[config.mk]
export PLATFORM = sky130hd
export DESIGN_NAME = cfg_eeprom_loader
export DESIGN_NICKNAME = d
export VERILOG_FILES = /design/src/rtl/cfg_eeprom_loader.sv
export SDC_FILE = /design/constraint.sdc
export NUM_CORES = 1
export LEC_CHECK = 0
export BUFFER_PORTS_ARGS = -buffer_cell sky130_fd_sc_hd__buf_2
export CORE_MARGIN = 4
export CORE_UTILIZATION = 54
export CTS_CLUSTER_DIAMETER = 40
export CTS_CLUSTER_SIZE = 30
export DETAILED_ROUTE_END_ITERATION = 8
export PLACE_DENSITY = 0.78
export SYNTH_ARGS = -nofsm -noshare
export SYNTH_HDL_FRONTEND = slang
export SYNTH_SLANG_ARGS = --single-unit
[constraint.sdc]
create_clock -name clk -period 2.3 [get_ports clk]
set_clock_uncertainty 0.15 [all_clocks]
set_input_delay 0.115 -clock clk [delete_from_list [all_inputs] [get_ports clk]]
set_output_delay 0.115 -clock clk [all_outputs]
set_load 0.005 [all_outputs]
[src/rtl/cfg_eeprom_loader.sv]
module cfg_eeprom_loader #(
  parameter int         QTR_CYC    = 125,
  parameter logic [6:0] DEV_ADDR   = 7'h50,
  parameter logic [7:0] FIRST_ADDR = 8'h00
) (
  input  logic       clk,
  input  logic       rst_n,
  input  logic       sda_in,
  output logic       scl_pull,
  output logic       sda_pull,
  output logic       done,
  output logic       cfg_valid,
  output logic [7:0] clk_limit,
  output logic [7:0] spare_a,
  output logic [7:0] spare_b,
  output logic [5:0] ms_clk_mhz,
  output logic [5:0] sd_clk_mhz
);
  localparam int          TW       = (QTR_CYC > 1) ? $clog2(QTR_CYC) : 1;
  localparam int          LW       = TW + 4;
  localparam logic [8:0]  LAST_IDX = 9'd255 - {1'b0, FIRST_ADDR};
  localparam logic [31:0] TAG      = 32'h4154_4132;
  localparam logic [7:0]  SPA_DEF  = 8'h66;
  localparam logic [7:0]  SPB_DEF  = 8'h00;

  typedef enum logic [2:0] {
    ST_START, ST_DEVW, ST_WADR, ST_RSTART, ST_DEVR, ST_READ, ST_STOP, ST_DONE
  } st_t;

  st_t         st;
  logic [TW-1:0] tcnt;
  logic [2:0]  q;
  logic [3:0]  bitn;
  logic [7:0]  sh;
  logic [8:0]  nbyte;
  logic        nack_seen;
  logic [7:0]  lim_r, spa_r, spb_r;
  logic [31:0] tag_r;
  logic        scl_nxt, sda_nxt;

  wire is_cond   = (st == ST_START) || (st == ST_RSTART) || (st == ST_STOP);
  wire is_tx     = (st == ST_DEVW) || (st == ST_WADR) || (st == ST_DEVR);
  wire tick      = (tcnt == TW'(QTR_CYC - 1));
  wire slot_end  = tick && (q == (is_cond ? 3'd5 : 3'd3));
  wire samp      = tick && (q == 3'd2) && !is_cond;
  wire last_byte = (nbyte == LAST_IDX);
  wire [7:0] cur_addr = FIRST_ADDR + nbyte[7:0];
  wire tag_ok    = (tag_r == TAG) && !nack_seen;

  always_ff @(posedge clk or negedge rst_n) begin
    if (!rst_n) begin
      tcnt <= '0;
      q    <= 3'd0;
    end else if (st != ST_DONE) begin
      if (tick) begin
        tcnt <= '0;
        q    <= slot_end ? 3'd0 : q + 3'd1;
      end else begin
        tcnt <= tcnt + 1'b1;
      end
    end
  end

  always_ff @(posedge clk or negedge rst_n) begin
    if (!rst_n) begin
      st        <= ST_START;
      bitn      <= 4'd0;
      sh        <= 8'h00;
      nbyte     <= 9'd0;
      nack_seen <= 1'b0;
      lim_r     <= 8'h00;
      spa_r     <= SPA_DEF;
      spb_r     <= SPB_DEF;
      tag_r     <= 32'h0;
      done      <= 1'b0;
      cfg_valid <= 1'b0;
      clk_limit <= 8'h00;
      spare_a   <= SPA_DEF;
      spare_b   <= SPB_DEF;
    end else begin
      if (samp) begin
        if (st == ST_READ && bitn != 4'd8) sh <= {sh[6:0], sda_in};
        if (is_tx && bitn == 4'd8 && sda_in) nack_seen <= 1'b1;
      end
      if (slot_end) begin
        case (st)
          ST_START: begin
            st   <= ST_DEVW;
            sh   <= {DEV_ADDR, 1'b0};
            bitn <= 4'd0;
          end
          ST_RSTART: begin
            st   <= ST_DEVR;
            sh   <= {DEV_ADDR, 1'b1};
            bitn <= 4'd0;
          end
          ST_DEVW, ST_WADR, ST_DEVR: begin
            if (bitn != 4'd8) begin
              sh   <= {sh[6:0], 1'b0};
              bitn <= bitn + 4'd1;
            end else begin
              bitn <= 4'd0;
              if (nack_seen) st <= ST_STOP;
              else begin
                case (st)
                  ST_DEVW: begin
                    st <= ST_WADR;
                    sh <= FIRST_ADDR;
                  end
                  ST_WADR: st <= ST_RSTART;
                  default: st <= ST_READ;
                endcase
              end
            end
          end
          ST_READ: begin
            if (bitn == 4'd7) begin
              case (cur_addr)
                8'hF4: lim_r <= sh;
                8'hF5: spa_r <= sh;
                8'hF6: spb_r <= sh;
                8'hFC: tag_r[31:24] <= sh;
                8'hFD: tag_r[23:16] <= sh;
                8'hFE: tag_r[15:8]  <= sh;
                8'hFF: tag_r[7:0]   <= sh;
                default: ;
              endcase
            end
            if (bitn != 4'd8) bitn <= bitn + 4'd1;
            else if (last_byte) st <= ST_STOP;
            else begin
              bitn  <= 4'd0;
              nbyte <= nbyte + 9'd1;
            end
          end
          ST_STOP: begin
            st        <= ST_DONE;
            done      <= 1'b1;
            cfg_valid <= tag_ok;
            clk_limit <= tag_ok ? lim_r : 8'h00;
            spare_a   <= tag_ok ? spa_r : SPA_DEF;
            spare_b   <= tag_ok ? spb_r : SPB_DEF;
          end
          default: ;
        endcase
      end
    end
  end

  always_comb begin
    scl_nxt = 1'b0;
    sda_nxt = sda_pull;
    case (st)
      ST_START, ST_RSTART: begin
        scl_nxt = (q < 3'd2);
        if (q != 3'd0) sda_nxt = (q >= 3'd4);
      end
      ST_STOP: begin
        scl_nxt = (q < 3'd2);
        if (q != 3'd0) sda_nxt = (q < 3'd4);
      end
      ST_DEVW, ST_WADR, ST_DEVR: begin
        scl_nxt = (q < 3'd2);
        if (q != 3'd0) sda_nxt = (bitn != 4'd8) && !sh[7];
      end
      ST_READ: begin
        scl_nxt = (q < 3'd2);
        if (q != 3'd0) sda_nxt = (bitn == 4'd8) && !last_byte;
      end
      default: sda_nxt = 1'b0;
    endcase
  end

  always_ff @(posedge clk or negedge rst_n) begin
    if (!rst_n) begin
      scl_pull <= 1'b0;
      sda_pull <= 1'b0;
    end else begin
      scl_pull <= scl_nxt;
      sda_pull <= sda_nxt;
    end
  end

  always_comb begin
    case (clk_limit[7:4])
      4'd1:    ms_clk_mhz = 6'd40;
      4'd2:    ms_clk_mhz = 6'd20;
      4'd3:    ms_clk_mhz = 6'd15;
      default: ms_clk_mhz = 6'd60;
    endcase
    case (clk_limit[3:0])
      4'd1:    sd_clk_mhz = 6'd24;
      4'd2:    sd_clk_mhz = 6'd20;
      4'd3:    sd_clk_mhz = 6'd15;
      default: sd_clk_mhz = 6'd48;
    endcase
  end

  logic          scl_q, seen_low;
  logic [LW-1:0] lvl_cnt;
  always_ff @(posedge clk or negedge rst_n) begin
    if (!rst_n) begin
      scl_q    <= 1'b0;
      seen_low <= 1'b0;
      lvl_cnt  <= '0;
    end else begin
      scl_q    <= scl_pull;
      seen_low <= seen_low | scl_pull;
      if (scl_pull != scl_q) lvl_cnt <= LW'(1);
      else if (lvl_cnt != '1) lvl_cnt <= lvl_cnt + 1'b1;
    end
  end

  p_sda_cond_only_r3: assert property (@(posedge clk) disable iff (!rst_n)
    (!scl_pull && !scl_q && (sda_pull != $past(sda_pull))) |-> $past(is_cond));

  p_scl_low_min_r4: assert property (@(posedge clk) disable iff (!rst_n)
    (scl_q && !scl_pull) |-> (int'(lvl_cnt) >= 2 * QTR_CYC));

  p_scl_high_min_r4: assert property (@(posedge clk) disable iff (!rst_n)
    (seen_low && !scl_q && scl_pull) |-> (int'(lvl_cnt) >= 2 * QTR_CYC));

  p_valid_needs_done_r6: assert property (@(posedge clk) disable iff (!rst_n)
    cfg_valid |-> done);

  p_defaults_when_invalid_r7: assert property (@(posedge clk) disable iff (!rst_n)
    (done && !cfg_valid) |-> (clk_limit == 8'h00 && spare_a == SPA_DEF && spare_b == SPB_DEF));

  p_no_read_after_nack_r8: assert property (@(posedge clk) disable iff (!rst_n)
    (st == ST_READ) |-> !nack_seen);

  p_frozen_after_done_r12: assert property (@(posedge clk) disable iff (!rst_n)
    done |=> (done && $stable(cfg_valid) && $stable(clk_limit) && $stable(spare_a) && $stable(spare_b)));

  p_lines_free_done_r12: assert property (@(posedge clk) disable iff (!rst_n)
    done |-> (!scl_pull && !sda_pull));

endmodule

==> results of run 1 <==
## cell type report
cell class / count / share of cell area
Sequential cell: 119 / 0.427
Multi-Input combinational cell: 343 / 0.363
Timing Repair Buffer: 85 / 0.0868
Clock buffer: 18 / 0.0611
Clock inverter: 14 / 0.0282
Tap cell: 136 / 0.0243
Inverter: 17 / 0.00911
## cell families (layout without fill, tap and decap cells)
| logic type | after synthesis | count (layout) | share of synthesized area |
|---|---|---|---|
| buffers and inverters | 43 | 134 | 0.0465 |
| adders and majority gates | 11 | 11 | 0.0243 |
| AOI/OAI and AO/OA | 80 | 80 | 0.0886 |
| and+or+nand+nor | 175 | 175 | 0.164 |
| DFF | 119 | 119 | 0.526 |
| muxes | 67 | 67 | 0.134 |
| xor gates and xnor gates | 10 | 10 | 0.0168 |
## final timing paths
path                                          end              from  depth (start not counted)  slack, ps
max                          spa_r[7]$_DFFE_PN0P_  q[1]$_DFFE_PN0P_                          6         40
min                        spare_a[1]$_DFFE_PN1P_             rst_n                          2         50
max reg2reg                  spa_r[7]$_DFFE_PN0P_  q[1]$_DFFE_PN0P_                          6         40
min reg2reg                      done$_DFFE_PN0P_  done$_DFFE_PN0P_                          1        310
max in group asynchronous       st[2]$_DFFE_PN0P_             rst_n                          3        510
min in group clk            nack_seen$_DFFE_PN0P_            sda_in                          3        270
## cell usage after synthesis, types with 5 or more instances
| library cell | instances |
|---|---|
| a21oi_1 | 5 |
| buf_6 | 5 |
| clkbuf_1 | 10 |
| dfrtp_1 | 111 |
| dfstp_2 | 8 |
| ha_1 | 11 |
| inv_1 | 17 |
| mux2_2 | 60 |
| mux2i_1 | 5 |
| nand2_1 | 74 |
| nand3_1 | 20 |
| nand3b_1 | 7 |
| nor2_1 | 17 |
| nor2b_1 | 5 |
| nor3_1 | 7 |
| nor4b_1 | 5 |
| o21ai_0 | 45 |
| o22ai_1 | 10 |
| xor2_1 | 6 |
## worst register-to-register path, delay by kind of cell (launching register included)
family	cells	cell delay (ps)
flip-flops	1	420
AND/OR/NAND/NOR	3	830
multiplexers	2	560
buffers and inverters	1	180
## power groups by stage
stage                   logic, W  clock network, W  registers [W]
global placement       0.0000515                 0        0.00213
global route           0.0000681           0.00288        0.00209
CTS                    0.0000612           0.00277        0.00210
finish                 0.0000583           0.00276        0.00210
detailed placement     0.0000534                 0        0.00213
floorplan           0.0000000702                 0        0.00213
## timing repair
action	in CTS	in global routing
hold buffers	4	0
resized for setup	11	15
hold endpoints to repair	117	0
pin swaps	5	6
setup buffers	2	7
setup endpoints to repair	73	60
## per-stage QoR
stage                     hold slack (ps)  TNS, ps  cell area (um2)
after detailed placement            -10.1    -3570             6150
after global placement              -16.1     -184             6150
final                                49.8        0             7000
after floorplan                      -331        0             5680
after global routing                 66.2     -424             7000
after CTS                            43.8        0             6880
## per-layer routing
layer	vias to the layer above	wire length [um]	global-route usage
met5	-	0	0
met4	0	157	0.0624
met3	15	652	0.0515
met2	129	6500	0.364
met1	2076	5770	0.283
li1	1925	-	-
## placed cells by master (no fill, tap or decap), drive strengths merged, types with 10 or more instances in the layout
cell and count:
o21ai 46, clkbuf 18, nand2 74, buf 81
ha 11, inv 19, nand3 20, mux2 61
dfrtp 111, o22ai 10, nor2 23
==> impl_metrics.json, run 1 <==
{
  "wl_per_cell_um": 17.9,
  "clock-sinks": 119,
  "syn2layout_area_growth_pct": 23.4,
  "clk_path_buf_depth": 2,
  "final_util": 0.681,
  "cts_buffers": 17,
  "wirelength_um": 13100,
  "switching_share": 0.206,
  "cp.required_ps": 2550,
  "globalplace.congestion": 0.882,
  "core.rowCount": 37,
  "crit_path_top_delay_cell": "dfrtp_1",
  "seq_area_um2": 2990,
  "ys_async_sr_fraction": 1.00,
  "worstSetupPathType": "flip-flop to flip-flop",
  "start_util": 0.552,
  "dp_hpwl_um": 8110,
  "cpPeakStageDelay_ps": 420,
  "yosys.area.top_type": "dfrtp_1",
  "fin_crit_sh": 0.983,
  "synth_area_per_cell_um2": 11.2,
  "fill_cells": 703,
  "ys_seq_elements": 119,
  "synthFlopType": "dfrtp_1",
  "outcome": "completed",
  "max-vdd-ir-drop_mv": 0.375,
  "vias": 4145,
  "final-hold-violation-count": 0,
  "grt_pass1_vias": 4202,
  "place_inst": 687,
  "netlist_instances": 505,
  "h-tree-depth": 4,
  "viasPerCell": 5.66,
  "worstSkewPairLatency_ps": 520,
  "synth.top_cell.area_share": 0.489,
  "cts_tree": "built",
  "fmax_mhz": 442,
  "die_w_um": 111,
  "p_clk_frac": 0.562,
  "p_seq_frac": 0.426,
  "total_power_w": 0.00492,
  "setup_viol": 0,
  "syn_area_um2": 5680,
  "drive_above_1_share": 0.367,
  "yosysSeqAreaShare": 0.526,
  "fin_ws_ps": 39.5,
  "grt_max_degree": 43,
  "p_comb_frac": 0.012,
  "clock-root-buffer": "clkbuf_8",
  "tightest_slew_ps": 966,
  "pin_count": 43,
  "endpoint_kind": "flip-flop",
  "critical-path-top-delay-family": "simple AND/OR/NAND/NOR gates",
  "pre_cts_ws_ps": -92.4,
  "ant_nets": 0,
  "hold_path_class": "input port to async pin",
  "synth_nets": 519,
  "crit_buf_inv": 1,
  "io_buffers": 42,
  "final_cells": 732,
  "nets": 597,
  "core_um2": 10300,
  "leakagePower_nw": 3.35,
  "path_clk_slew_ps": 60,
  "slew_violations": 0,
  "yosysWarnings": 0,
  "cap_violations": 0,
  "slew_headroom": 0.354,
  "grtUsageTotal": 0.217,
  "antenna_cells": 0,
  "largest-register": "tag_r",
  "die_area_um2": 12200,
  "die_y_um": 111,
  "crit_path_max_fanout": 8,
  "drtIter0Drc": 299,
  "top_regs": "tag_r x32, nbyte x9",
  "firstDrtPassIters": 7,
  "fin_crit_ps": 2260,
  "antenna_found_initial": 0,
  "p_int_w": 0.00390,
  "grt_overflow_total": 0,
  "drcViolationCount": 0,
  "arrival_ps": 2510,
  "largest_reg_flops": 32,
  "switching_power_w": 0.00101,
  "grt_pass1_wl_um": 21300,
  "synth_edf_count": 0,
  "path_cells": "nand3b_1 > nor3_4 > mux2i_4 > buf_4 > nor2_4 > mux2_2",
  "synthDistinctLibCells": 61,
  "p_per_area_nw_per_um2": 702,
  "multi_input_area_um2": 2540,
  "startpoint_type": "flip-flop",
  "synth_area_leaders": "dfrtp_1 (49%), mux2_2 (12%), nand2_1 (4.9%)"
}
No activity file was read; power rests on OpenSTA's default activity.
==> inputs of run 2 (changes only) <==
REMOVE_ABC_BUFFERS = 1   (was not set)
==> run 2 against run 1 <==
Register-to-register slack better by 40 ps. Largest power group unchanged. Power is 2.7% lower. Sequential cell count stayed put. Highest routed layer unchanged. Sequential power hardly changed. Design area is 0.91% lower. Via count is 0.84% higher.
==> impl_metrics.json, run 2 (synthesis gave the netlist of run 1 again) <==
{
  "outcome": "completed",
  "final_cells": 728,
  "worstSetupPathType": "flip-flop to flip-flop",
  "top_regs": "tag_r x32, nbyte x9",
  "worstSkewPairLatency_ps": 520,
  "final_util": 0.675,
  "cp.required_ps": 2550,
  "crit_path_max_fanout": 9,
  "io_buffers": 42,
  "rsz0062_at_grt": "yes",
  "die_area_um2": 12200,
  "drt-met1-wl_um": 5180,
  "antenna_found_initial": 0,
  "core.rowCount": 37,
  "start_util": 0.552,
  "drtIter0Drc": 263,
  "endpoint_kind": "flip-flop",
  "clock-sinks": 119,
  "wl_per_cell_um": 16.8,
  "slew_violations": 0,
  "wirelength_um": 12200,
  "grt_pass1_vias": 4240,
  "startpoint_type": "flip-flop",
  "wl_met3_um": 664,
  "clk_path_buf_depth": 2,
  "antenna_cells": 0,
  "fin_hold_ws_ps": 44.4,
  "path_clk_slew_ps": 60,
  "vias": 4180,
  "wl_met2_um": 6080,
  "postPlaceCellArea_um2": 6180,
  "leakagePower_nw": 3.29,
  "layout_common_cells": "dfrtp_1 (109), nand2_1 (73), mux2_2 (59), o21ai_0 (44), buf_2 (41)",
  "cap_violations": 0,
  "fin_crit_sh": 0.964,
  "total_power_w": 0.00478,
  "nets": 593,
  "p_per_area_nw_per_um2": 689,
  "path_cells": "buf_4 > or3_2 > or4_4 > mux2i_1 > o22ai_1",
  "clock-root-buffer": "clkbuf_8",
  "die_w_um": 111,
  "drive_above_1_share": 0.356,
  "slew_headroom": 0.703,
  "final-hold-violation-count": 0,
  "tightest_slew_ps": 445,
  "dp_hpwl_um": 8120,
  "globalplace.congestion": 0.844,
  "hold_path_class": "input port to async pin",
  "grtUsageTotal": 0.214,
  "core_um2": 10300,
  "design_area_um2": 6940,
  "ant_nets": 0,
  "syn2layout_area_growth_pct": 22.2,
  "layout_commonest_cell": "dfrtp_1",
  "grt_pass1_wl_um": 21200,
  "fin_crit_ps": 2220,
  "largest_reg_flops": 32,
  "arrival_ps": 2470,
  "routed.top_layer": "met4",
  "die_y_um": 111,
  "grt_max_degree": 55,
  "setup_viol": 0,
  "cts_tree": "built",
  "pin_count": 43,
  "crit_buf_inv": 1,
  "drcViolationCount": 0,
  "critical-path-top-delay-family": "simple AND/OR/NAND/NOR gates",
  "grt_overflow_total": 0,
  "cts_buffers": 17,
  "crit_path_top_delay_cell": "or4_4",
  "fmax_mhz": 451,
  "place_inst": 687,
  "largest-register": "tag_r",
  "max-vdd-ir-drop_mv": 0.441,
  "viasPerCell": 5.74,
  "cpPeakStageDelay_ps": 630,
  "h-tree-depth": 4,
  "firstDrtPassIters": 7
}
[run 2: cell count changes in the layout (fill, tap and decap cells not counted), sizes merged, moves of 2 or more]
cell / previous run / this run
clkbuf: 18 / 20
clkinv: 6 / 4
clkinvlp: 2 / 5
buf: 81 / 79
dlygate4sd3: 4 / 2
inv: 19 / 17
[run 2: layer usage]
layer | track usage | up-vias
li1 | - | 1929
met1 | 0.271 | 2077
met2 | 0.347 | 144
met3 | 0.0636 | 30
met4 | 0.0846 | 0
met5 | 0 | -
[run 2: timing repair]
item	in CTS	in global routing
buffers inserted	1	5
endpoints found under the setup margin	57	91
gates resized for setup	3	14
hold buffers	3	0
pin swaps	1	5
cloned	0	0
endpoints found under the hold margin	121	0
[run 2: where the power goes]
| group | switching (W) | internal (W) |
|---|---|---|
| logic | 0.0000416 | 0.0000122 |
| registers | 0 | 0.00210 |
| clock network | 0.000931 | 0.00170 |
[run 2: final timing paths]
check	start	slack [ps]	cells past startpoint	end
worst max-delay path	q[2]$_DFFE_PN0P_	80	5	sh[5]$_DFF_PN0_
worst min-delay path	rst_n	40	2	spare_a[5]$_DFFE_PN1P_
worst max register to register	q[2]$_DFFE_PN0P_	80	5	sh[5]$_DFF_PN0_
worst min register to register	done$_DFFE_PN0P_	310	1	done$_DFFE_PN0P_
min in group clk	sda_in	280	3	nack_seen$_DFFE_PN0P_
max in group asynchronous	rst_n	1630	3	st[1]$_DFFE_PN0P_
[run 2: area by class of cell]
cell class | instances | area, um2
Sequential cell | 119 | 2990
Timing Repair Buffer | 81 | 611
Clock buffer | 20 | 445
Tap cell | 136 | 170
Clock inverter | 12 | 151
Fill cell | 772 | 3340
Multi-Input combinational cell | 343 | 2510
Inverter | 17 | 63.8
[run 2: metrics by stage]
step / TNS (ps) / worst slack [ps]
6_report: 0 / 82.4
5_1_grt: -104 / -28.7
4_1_cts: 0 / 11.5
3_5_place_dp: -1520 / -56.7
3_3_place_gp: -17.1 / -17.1
2_1_floorplan: -6040 / -199
[run 2: worst register-to-register path, stage by stage (launching register included)]
cell     delay, ps
dfrtp_1        380
buf_4          160
or3_2          480
or4_4          630
mux2i_1        190
o22ai_1         90
